`src/rtl/txring_pkg.sv`:
```
package txring_pkg;

    localparam int WORD_W    = 32;
    localparam int SLOT_B    = 16;
    localparam int OFF_W0    = 0;
    localparam int OFF_W1    = 4;
    localparam int OFF_W2    = 8;
    localparam int ALIGN_LSB = 4;

    localparam int OWN_BIT   = 31;
    localparam int LEN_W     = 11;
    localparam int LAST_BIT  = 27;
    localparam int FIRST_BIT = 28;
    localparam int EOR_BIT   = 31;
    localparam int LATE_BIT  = 0;
    localparam int EXC_BIT   = 1;

    localparam int IRQ_W     = 5;
    localparam int IRQ_MOVED = 2;
    localparam int IRQ_NOBUF = 3;
    localparam int IRQ_SENT  = 4;

    typedef enum logic [2:0] {
        S_IDLE,
        S_RD0,
        S_RD1,
        S_RD2,
        S_XREQ,
        S_XWAIT,
        S_WB,
        S_STEP
    } seq_state_e;

    typedef struct packed {
        logic             eor;
        logic             first;
        logic             last;
        logic [LEN_W-1:0] len;
    } ctl_t;

    typedef struct packed {
        logic ok;
        logic late;
        logic exc;
    } result_t;

    function automatic ctl_t decode_ctl(input logic [WORD_W-1:0] w);
        ctl_t c;
        c.eor   = w[EOR_BIT];
        c.first = w[FIRST_BIT];
        c.last  = w[LAST_BIT];
        c.len   = w[LEN_W-1:0];
        return c;
    endfunction

    function automatic logic [WORD_W-1:0] status_word(input result_t r);
        logic [WORD_W-1:0] s;
        s           = '0;
        s[LATE_BIT] = r.late;
        s[EXC_BIT]  = r.exc;
        return s;
    endfunction

endpackage

```
`src/rtl/txring_ptr.sv`:
```
module txring_ptr
    import txring_pkg::*;
#(
    parameter int AW = 32
) (
    input  logic          clk,
    input  logic          rst,
    input  logic          base_we,
    input  logic [AW-1:0] base_val,
    input  logic          grab,
    input  logic          adv,
    input  logic          wrap,
    input  logic [AW-1:0] from_addr,
    output logic [AW-1:0] cur_ptr
);
    localparam logic [AW-1:0] STEP_B = AW'(SLOT_B);

    logic [AW-1:0] ring_base;
    logic          rebased;
    logic [AW-1:0] aligned;

    assign aligned = {base_val[AW-1:ALIGN_LSB], {ALIGN_LSB{1'b0}}};

    always_ff @(posedge clk) begin
        if (rst) begin
            ring_base <= '0;
            cur_ptr   <= '0;
            rebased   <= 1'b0;
        end else begin
            if (base_we) begin
                ring_base <= aligned;
                cur_ptr   <= aligned;
            end else if (adv && !rebased) begin
                cur_ptr <= wrap ? ring_base : from_addr + STEP_B;
            end
            if (base_we)
                rebased <= 1'b1;
            else if (grab)
                rebased <= 1'b0;
        end
    end

endmodule

```
`src/rtl/txring_seq.sv`:
```
module txring_seq
    import txring_pkg::*;
#(
    parameter int AW = 32
) (
    input  logic              clk,
    input  logic              rst,
    input  logic              poll_we,
    input  logic [AW-1:0]     cur_ptr,
    output logic              grab,
    output logic              adv,
    output logic              wrap,
    output logic [AW-1:0]     desc_addr,
    output logic              mem_req,
    output logic              mem_we,
    output logic [AW-1:0]     mem_addr,
    output logic [WORD_W-1:0] mem_wdata,
    input  logic [WORD_W-1:0] mem_rdata,
    input  logic              mem_ack,
    output logic              tx_req,
    output logic [AW-1:0]     tx_addr,
    output logic [LEN_W-1:0]  tx_len,
    output logic              tx_first,
    output logic              tx_last,
    input  logic              tx_ack,
    input  logic              tx_done,
    input  logic              tx_ok,
    input  logic              tx_late_col,
    input  logic              tx_excess_col,
    output logic              ev_moved,
    output logic              ev_nobuf,
    output logic              ev_sent
);
    seq_state_e    st;
    logic          pend;
    ctl_t          ctl;
    logic [AW-1:0] buf_addr;
    result_t       res;
    logic [AW-1:0] off;

    always_ff @(posedge clk) begin
        if (rst) begin
            st        <= S_IDLE;
            pend      <= 1'b0;
            desc_addr <= '0;
            ctl       <= '0;
            buf_addr  <= '0;
            res       <= '0;
        end else begin
            if (poll_we)
                pend <= 1'b1;
            else if (st == S_IDLE && pend)
                pend <= 1'b0;

            unique case (st)
                S_IDLE: begin
                    if (pend) begin
                        desc_addr <= cur_ptr;
                        st        <= S_RD0;
                    end
                end
                S_STEP: begin
                    desc_addr <= cur_ptr;
                    st        <= S_RD0;
                end
                S_RD0: begin
                    if (mem_ack)
                        st <= mem_rdata[OWN_BIT] ? S_RD1 : S_IDLE;
                end
                S_RD1: begin
                    if (mem_ack) begin
                        ctl <= decode_ctl(mem_rdata);
                        st  <= S_RD2;
                    end
                end
                S_RD2: begin
                    if (mem_ack) begin
                        buf_addr <= mem_rdata[AW-1:0];
                        st       <= S_XREQ;
                    end
                end
                S_XREQ: begin
                    if (tx_ack)
                        st <= S_XWAIT;
                end
                S_XWAIT: begin
                    if (tx_done) begin
                        res.ok   <= tx_ok;
                        res.late <= tx_late_col;
                        res.exc  <= tx_excess_col;
                        st       <= S_WB;
                    end
                end
                S_WB: begin
                    if (mem_ack)
                        st <= S_STEP;
                end
                default: st <= S_IDLE;
            endcase
        end
    end

    always_comb begin
        unique case (st)
            S_RD1:   off = AW'(OFF_W1);
            S_RD2:   off = AW'(OFF_W2);
            default: off = AW'(OFF_W0);
        endcase
    end

    assign mem_req   = (st == S_RD0) || (st == S_RD1) || (st == S_RD2) || (st == S_WB);
    assign mem_we    = (st == S_WB);
    assign mem_addr  = desc_addr + off;
    assign mem_wdata = status_word(res);

    assign tx_req    = (st == S_XREQ);
    assign tx_addr   = buf_addr;
    assign tx_len    = ctl.len;
    assign tx_first  = ctl.first;
    assign tx_last   = ctl.last;

    assign grab      = (st == S_STEP) || (st == S_IDLE && pend);
    assign adv       = (st == S_WB) && mem_ack;
    assign wrap      = ctl.eor;

    assign ev_moved  = (st == S_XREQ) && tx_ack;
    assign ev_nobuf  = (st == S_RD0) && mem_ack && !mem_rdata[OWN_BIT];
    assign ev_sent   = adv && res.ok;

endmodule

```
`src/rtl/txring_evt.sv`:
```
module txring_evt
    import txring_pkg::*;
(
    input  logic             clk,
    input  logic             rst,
    input  logic             ev_moved,
    input  logic             ev_nobuf,
    input  logic             ev_sent,
    output logic [IRQ_W-1:0] irq
);
    logic [IRQ_W-1:0] ev_vec;

    always_comb begin
        ev_vec            = '0;
        ev_vec[IRQ_MOVED] = ev_moved;
        ev_vec[IRQ_NOBUF] = ev_nobuf;
        ev_vec[IRQ_SENT]  = ev_sent;
    end

    always_ff @(posedge clk) begin
        if (rst)
            irq <= '0;
        else
            irq <= ev_vec;
    end

endmodule

```
`src/rtl/txring_fetch.sv`:
```
module txring_fetch
    import txring_pkg::*;
#(
    parameter int AW = 32
) (
    input  logic              clk,
    input  logic              rst,
    input  logic              reg_wr,
    input  logic              reg_sel,
    input  logic [AW-1:0]     reg_wdata,
    output logic              mem_req,
    output logic              mem_we,
    output logic [AW-1:0]     mem_addr,
    output logic [WORD_W-1:0] mem_wdata,
    input  logic [WORD_W-1:0] mem_rdata,
    input  logic              mem_ack,
    output logic              tx_req,
    output logic [AW-1:0]     tx_addr,
    output logic [LEN_W-1:0]  tx_len,
    output logic              tx_first,
    output logic              tx_last,
    input  logic              tx_ack,
    input  logic              tx_done,
    input  logic              tx_ok,
    input  logic              tx_late_col,
    input  logic              tx_excess_col,
    output logic [IRQ_W-1:0]  irq
);
    logic          base_we;
    logic          poll_we;
    logic          grab;
    logic          adv;
    logic          wrap;
    logic [AW-1:0] desc_addr;
    logic [AW-1:0] cur_ptr;
    logic          ev_moved;
    logic          ev_nobuf;
    logic          ev_sent;

    assign base_we = reg_wr && !reg_sel;
    assign poll_we = reg_wr && reg_sel;

    txring_ptr #(.AW(AW)) u_ptr (
        .clk       (clk),
        .rst       (rst),
        .base_we   (base_we),
        .base_val  (reg_wdata),
        .grab      (grab),
        .adv       (adv),
        .wrap      (wrap),
        .from_addr (desc_addr),
        .cur_ptr   (cur_ptr)
    );

    txring_seq #(.AW(AW)) u_seq (
        .clk           (clk),
        .rst           (rst),
        .poll_we       (poll_we),
        .cur_ptr       (cur_ptr),
        .grab          (grab),
        .adv           (adv),
        .wrap          (wrap),
        .desc_addr     (desc_addr),
        .mem_req       (mem_req),
        .mem_we        (mem_we),
        .mem_addr      (mem_addr),
        .mem_wdata     (mem_wdata),
        .mem_rdata     (mem_rdata),
        .mem_ack       (mem_ack),
        .tx_req        (tx_req),
        .tx_addr       (tx_addr),
        .tx_len        (tx_len),
        .tx_first      (tx_first),
        .tx_last       (tx_last),
        .tx_ack        (tx_ack),
        .tx_done       (tx_done),
        .tx_ok         (tx_ok),
        .tx_late_col   (tx_late_col),
        .tx_excess_col (tx_excess_col),
        .ev_moved      (ev_moved),
        .ev_nobuf      (ev_nobuf),
        .ev_sent       (ev_sent)
    );

    txring_evt u_evt (
        .clk      (clk),
        .rst      (rst),
        .ev_moved (ev_moved),
        .ev_nobuf (ev_nobuf),
        .ev_sent  (ev_sent),
        .irq      (irq)
    );

endmodule

```
`config.mk`:
```
export PLATFORM = sky130hd
export DESIGN_NAME = txring_fetch
export DESIGN_NICKNAME = d
export VERILOG_FILES = /design/src/rtl/txring_pkg.sv /design/src/rtl/txring_ptr.sv /design/src/rtl/txring_seq.sv /design/src/rtl/txring_evt.sv /design/src/rtl/txring_fetch.sv
export SDC_FILE = /design/constraint.sdc
export NUM_CORES = 1
export LEC_CHECK = 0
export BUFFER_PORTS_ARGS = -buffer_cell sky130_fd_sc_hd__buf_2
export CELL_PAD_IN_SITES_DETAIL_PLACEMENT = 2
export CELL_PAD_IN_SITES_GLOBAL_PLACEMENT = 2
export CORE_MARGIN = 10
export CORE_UTILIZATION = 25
export CTS_CLUSTER_SIZE = 24
export DETAILED_ROUTE_END_ITERATION = 7
export GPL_ROUTABILITY_DRIVEN = 0
export GPL_TIMING_DRIVEN = 1
export PLACE_DENSITY = 0.72
export SYNTH_ARGS = -nofsm -noshare
export SYNTH_HDL_FRONTEND = slang
export SYNTH_HIERARCHICAL = 1
export SYNTH_SLANG_ARGS = --single-unit
```
`constraint.sdc`:
```
create_clock -name clk -period 3.6 [get_ports clk]
set_clock_uncertainty 0.1 [all_clocks]
set_input_delay 0.36 -clock clk [delete_from_list [all_inputs] [get_ports clk]]
set_output_delay 0.36 -clock clk [all_outputs]
set_load 0.1 [all_outputs]
```
==> results.py, run 1 <==
metrics = {
    "outcome": {
        "outcome": "finished clean",
    },
    "setup_path": {
        "top_fanout_value_on_the_critical_path": 12,
        "timing.critical_path.to_type": "output pin",
        "critPathRequiredTime_ns": 3.14,
        "critical_path_arrival_ns": 2.92,
        "crit_top_cell": "buf_4",
        "timing_worst_setup_path_type": "reg -> out",
        "setup.reg_to_reg.worst_slack_ns": 0.65,
        "r2r-end": "u_ptr/cur_ptr[26]",
        "critical_path.cell_chain": "nand2_1, nor2_1, ha_1, a21oi_2, nor4_4, buf_4, buf_4, xnor2_2, buf_2",
        "source_of_the_worst_register_to_register_timing_path": "u_seq/st[1]",
        "cp.buffers_inverters": 3,
        "crit_slowest_cell": "dfxtp_1",
        "worstSetupStartpointType": "flip-flop",
        "worstRegToRegCells": 6,
        "critPathMaxStageDelay_ns": 0.52,
        "worst_path_dominant_cell_family": "buffers and inverters",
    },
    "pwr": {
        "p_sw_frac": 0.322,
        "power_density_mw_per_mm2": 435,
        "clock_power_share": 0.469,
        "vdd_ir_drop_max_v": 0.000289,
        "switching_power_w": 0.00129,
        "share_seq_of_total_power": 0.427,
        "p_int_w": 0.00272,
        "power.share.combinational": 0.104,
        "leakage_nw": 3.66,
    },
    "layout": {
        "area_delta_synth_final_pct": 25.6,
        "sequential_cell_area_mm2": 0.00298,
        "final_core_utilization": 0.320,
        "num_antenna_cells": 0,
        "layout_cells_sized_above_1": 0.231,
        "mostFrequentLayoutCells": "210 x nand2_1, 148 x dfxtp_1, 136 x buf_2",
        "finalNetCount": 1144,
        "multi_input_comb_area_mm2": 0.00403,
        "mostFrequentLayoutCell": "nand2_1",
        "fill_cells": 3407,
    },
    "routing": {
        "num_vias": 7127,
        "number_of_remaining_drc_errors": 0,
        "route.final.wire_length_mm": 28.8,
        "ant_nets": 0,
        "first_iter_violations": 295,
        "wire_per_inst_um": 19.7,
        "post_drt_via_cell_ratio": 4.87,
        "firstDrtPassIters": 5,
    },
    "synth": {
        "number_of_different_library_cells_in_the_post_synthesis_netlist": 55,
        "synth.ff_latch_count": 149,
        "ys_async_sr_fraction": 0,
        "syn-instance-count": 932,
        "yosysTopAreaCellShare": 0.406,
        "ys_dominant_reg_cell": "dfxtp_1",
        "postSynthAreaPerCell_um2": 7.89,
        "yosysTopAreaCell": "dfxtp_1",
        "seq_area_frac_synth": 0.406,
        "synth_enable_flop_cells": 0,
        "ys_top_cells_by_area": "dfxtp_1 41%, nand2_1 11%, a21oi_1 8.0%",
        "ys.warnings.count": 6,
        "netlist_area_mm2": 0.00735,
    },
    "min_path": {
        "hold_path_endpoint": "u_seq/tx_addr[29]",
        "min_delay_path_depth": 3,
        "timing.hold.worst.start": "mem_rdata[29]",
        "min_path_type": "in -> reg",
    },
    "placed_design": {
        "place.port_buffers": 154,
        "detailedPlacementHpwl_mm": 20.0,
    },
    "timing": {
        "hold-worst-slack_ns": 0.0413,
        "max_freq_ghz": 0.296,
        "fin_crit_sh": 0.940,
        "fin_tns_setup_ns": 0,
        "setup_violations": 0,
        "timing_worst_slew_pin_value_ns": 0.730,
        "relSlewSlack": 0.513,
        "finalCriticalPeriod_ns": 3.38,
        "finalMaxSlewViolations": 0,
        "hold_violations": 0,
    },
    "floorplanning": {
        "dieHeight_um": 191,
        "fp.dieArea_mm2": 0.0367,
        "floorplan.initialDensity": 0.255,
        "num_rows": 62,
        "dieWidth_um": 191,
        "core-area_mm2": 0.0289,
        "design.portCount": 191,
    },
    "clocking": {
        "number_of_hold_repair_buffers_added_at_the_cts_stage": 0,
        "clock_insertion_delay_worst_skew_ns": 0.44,
        "path_clk_slew_ns": 0.09,
        "root_buffer": "clkbuf_16",
        "numCtsBuffers": 17,
        "cts_tree": "built",
        "clk_path_buf_depth": 2,
        "htreeDepth": 4,
        "numClockSinks": 149,
    },
    "global_routing": {
        "grt_pass1_vias": 8025,
        "gr-total-overflow": 0,
        "grt_pass1_wl_mm": 45.6,
        "track_usage": 0.157,
        "pin_count_of_the_biggest_net_entering_global_routing": 151,
        "grt_antenna_before_repair": 1,
    },
    "job": {
        "maxCapViolations": 0,
    },
}
-- metrics by stage --
stage	total power [W]	cell area [um2]	instances	worst slack (ns)
2_1_floorplan	0.00209	7600	962	-0.0285
4_1_cts	0.00406	9190	1461	0.0750
3_3_place_gp	0.00216	8540	1428	0.414
6_report	0.00402	9230	1463	0.218
3_5_place_dp	0.00217	8540	1428	0.345
5_1_grt	0.00418	9230	1463	-0.000398
-- kinds of logic (layout without fill, tap and decap cells) --
group / Yosys count / in the layout / share of synthesized area
AOI/OAI and AO/OA: 201 / 201 / 0.166
xor gates and xnor gates: 37 / 37 / 0.0441
adders and majority gates: 4 / 4 / 0.00783
buffers and inverters: 116 / 233 / 0.0815
DFF: 149 / 149 / 0.406
muxes: 20 / 20 / 0.0272
other: 2 / 32 / 0.00102
and+or+nand+nor: 403 / 403 / 0.267
-- synth_stat cells (all sizes together), types with 3 or more instances --
library cell  count
o22ai             5
xnor2            30
and2              6
nor2b             7
nor3             14
nand2b            7
o31a              7
a21oi           117
a211oi            6
ha                3
nand2           210
nand3            36
and4              3
and4b             5
o211ai            7
inv              21
and3              9
mux2i            20
a311oi            7
nor2             47
clkbuf           31
a221oi           13
dfxtp           149
nor4             11
nand4            15
o311ai            4
xor2              7
o31ai             4
or3               7
nor3b            12
o21a              7
o21ai            16
or4               9
buf              64
-- power groups by stage --
stage	logic, W	registers (W)	clock network, W
after floorplan	0.000334	0.00175	0
after global placement	0.000409	0.00175	0
after detailed placement	0.000415	0.00175	0
after CTS	0.000418	0.00172	0.00193
after global routing	0.000447	0.00172	0.00201
final	0.000417	0.00171	0.00189
-- layer usage --
layer	vias up	global-route usage	share of wire
met2	122	0.285	0.52
met4	0	0.0334	0.0062
met3	14	0.0514	0.061
met5	-	0	0
met1	3561	0.174	0.41
li1	3430	-	-
-- cell type report --
class,count,share of cell area
multi-input cells,697,0.436
inverters,21,0.00854
clock buffers,17,0.0461
flip-flops and latches,149,0.323
repair buffers,180,0.112
clock inverters,15,0.0215
well taps,384,0.0520
-- tightest hold or removal path: stages --
cell and delay (ns):
buf_2 0.09, nand2_1 0.04, a21oi_1 0.05
-- registers in the layout, summed over array words and instances, names as in the netlist --
signal           cells
u_evt/irq            3
u_seq/tx_last        1
u_seq/mem_wdata      2
u_seq/st             3
u_seq/pend           1
u_seq/tx_first       1
u_seq/desc_addr     32
u_ptr/ring_base     28
u_seq/wrap           1
u_seq/tx_addr       32
u_seq/res            1
u_seq/tx_len        11
u_ptr/cur_ptr       32
u_ptr/rebased        1
-- how the worst max path moves through the flow --
stage               cells past startpoint  slack (ns)      endpoint        start
floorplan                               8       -0.03   mem_addr[9]  u_seq/st[2]
global placement                        9        0.41  mem_addr[30]  u_seq/st[1]
detailed placement                      9        0.35  mem_addr[30]  u_seq/st[1]
CTS                                     8        0.07  mem_addr[19]  u_seq/st[1]
global route                           10     -0.0004  mem_addr[30]  u_seq/st[1]
finish                                  9        0.22  mem_addr[13]  u_seq/st[1]
-- repair_timing --
| item | in CTS | in global routing |
|---|---|---|
| gates resized for setup | 7 | 12 |
| pin swaps | 1 | 1 |
| endpoints found under the setup margin | 12 | 13 |
| setup buffers | 1 | 2 |
Note: power is estimated with default switching activity, not from simulation.
==> run 2, diff against run 1 <==
- CORE_UTILIZATION: 25 -> 30
- PLACE_DENSITY: 0.72 -> 0.84
- SETUP_SLACK_MARGIN: not set -> 0.05
==> run 2 against run 1 <==
Non-clock buffer count up 2. First-iteration DRC count up 11%. Worst hold slack better by 0.0011 ns. Sequential power about the same. Global-route usage up 2.8 points. Combinational power about the same.
==> results.py, run 2 (synthesis results as in run 1) <==
metrics = {
    "layout": {
        "area_delta_synth_final_pct": 25.6,
        "final_cells": 1407,
        "mostFrequentLayoutCells": "210 x nand2_1, 147 x dfxtp_1, 136 x buf_2",
        "layout_cells_sized_above_1": 0.238,
        "mostFrequentLayoutCell": "nand2_1",
        "multi_input_comb_area_mm2": 0.00407,
        "fill_cells": 2795,
        "sequential_cell_area_mm2": 0.00299,
        "finalNetCount": 1146,
        "stdcell_area_mm2": 0.00923,
    },
    "global_routing": {
        "track_usage": 0.185,
        "pin_count_of_the_biggest_net_entering_global_routing": 75,
        "gr-total-overflow": 0,
        "grt_antenna_before_repair": 2,
        "grt_pass1_vias": 8134,
        "grt_pass1_wl_mm": 45.7,
    },
    "placed_design": {
        "detailedPlacementHpwl_mm": 20.3,
        "placement.setup.worst_slack_ns": 0.299,
        "place_inst": 1370,
        "placement.cell_area_mm2": 0.00850,
        "place.port_buffers": 154,
    },
    "floorplanning": {
        "floorplan.initialDensity": 0.303,
        "dieWidth_um": 177,
        "dieHeight_um": 177,
        "design.portCount": 191,
        "core-area_mm2": 0.0242,
        "num_rows": 57,
        "fp.dieArea_mm2": 0.0312,
    },
    "timing": {
        "unrepaired_setup_endpoints_after_global_routing": "no",
        "timing_worst_slew_pin_value_ns": 0.845,
        "setup_violations": 0,
        "finalMaxSlewViolations": 0,
        "finalCriticalPeriod_ns": 3.36,
        "relSlewSlack": 0.437,
        "hold_violations": 0,
        "fin_crit_sh": 0.934,
        "fin_tns_setup_ns": 0,
        "setup_slack_ns": 0.237,
        "max_freq_ghz": 0.297,
    },
    "pwr": {
        "total_power_w": 0.00416,
        "vdd_ir_drop_max_v": 0.000237,
        "power_density_mw_per_mm2": 451,
        "leakage_nw": 3.70,
    },
    "clocking": {
        "cts_tree": "built",
        "clk_path_buf_depth": 2,
        "clock_insertion_delay_worst_skew_ns": 0.45,
        "numClockSinks": 149,
        "numCtsBuffers": 17,
        "path_clk_slew_ns": 0.07,
        "root_buffer": "clkbuf_16",
        "htreeDepth": 4,
    },
    "routing": {
        "firstDrtPassIters": 4,
        "post_drt_via_cell_ratio": 5.19,
        "wire_per_inst_um": 20.7,
        "num_vias": 7298,
        "first_iter_violations": 327,
        "route.final.wire_length_mm": 29.1,
        "ant_nets": 0,
        "number_of_remaining_drc_errors": 0,
    },
    "setup_path": {
        "timing_worst_setup_path_type": "reg -> out",
        "timing.critical_path.to_type": "output pin",
        "worstSetupStartpointType": "flip-flop",
        "critical_path_arrival_ns": 2.90,
        "top_fanout_value_on_the_critical_path": 12,
        "critPathRequiredTime_ns": 3.14,
    },
    "min_path": {
        "min_path_type": "in -> reg",
    },
    "outcome": {
        "outcome": "finished clean",
    },
    "job": {
        "maxCapViolations": 0,
    },
}
[run 2: repair_timing]
action                                  4_1_cts  5_1_grt
buffers inserted                              1        2
hold endpoints to repair                      0        0
pin swaps                                     3        1
endpoints found under the setup margin       24       23
hold buffers                                  0        0
resized for setup                            12        8
[run 2: cell type report]
cell class              instances  area share
diodes                          2    0.000542
clock buffers                  18      0.0476
clock inverters                14      0.0229
inverters                      21     0.00854
multi-input cells             697       0.441
flip-flops and latches        149       0.323
well taps                     324      0.0439
repair buffers                182       0.112
[run 2: power breakdown]
group          internal, W  switching (W)
sequential         0.00168      0.0000321
clock              0.00120       0.000823
combinational    0.0000889       0.000329
total              0.00298        0.00118
[run 2: worst max-delay path: stages (launching register included)]
cell and delay, ns:
dfxtp_2 0.45, nand2b_1 0.12, nor2_1 0.11, ha_1 0.21, fa_1 0.26, nand4_1 0.10, buf_4 0.20, nor4_1 0.39
xor2_2 0.17, buf_2 0.44
[run 2: final timing paths]
check / startpoint / endpoint / slack, ns / cells after the start
max: u_seq/st[1] / mem_addr[14] / 0.24 / 9
min: mem_rdata[13] / u_seq/tx_addr[13] / 0.04 / 3
max reg2reg: u_seq/st[1] / u_ptr/cur_ptr[26] / 0.60 / 6
min reg2reg: u_seq/tx_len[0] / u_seq/tx_len[0] / 0.35 / 2
[run 2: routing by layer]
| layer | vias up | track usage | wire length (um) |
|---|---|---|---|
| met5 | - | 0 | 13 |
| met4 | 2 | 0.0634 | 542 |
| met3 | 29 | 0.0683 | 1940 |
| met2 | 153 | 0.333 | 15400 |
| met1 | 3671 | 0.193 | 11200 |
| li1 | 3443 | - | - |
[run 2: metrics by stage]
stage	util	hold WS (ns)
2_1_floorplan	-	0.332
3_3_place_gp	0.351	0.339
3_5_place_dp	0.351	0.347
4_1_cts	0.379	0.0273
5_1_grt	0.381	0.0430
6_report	0.381	0.0424
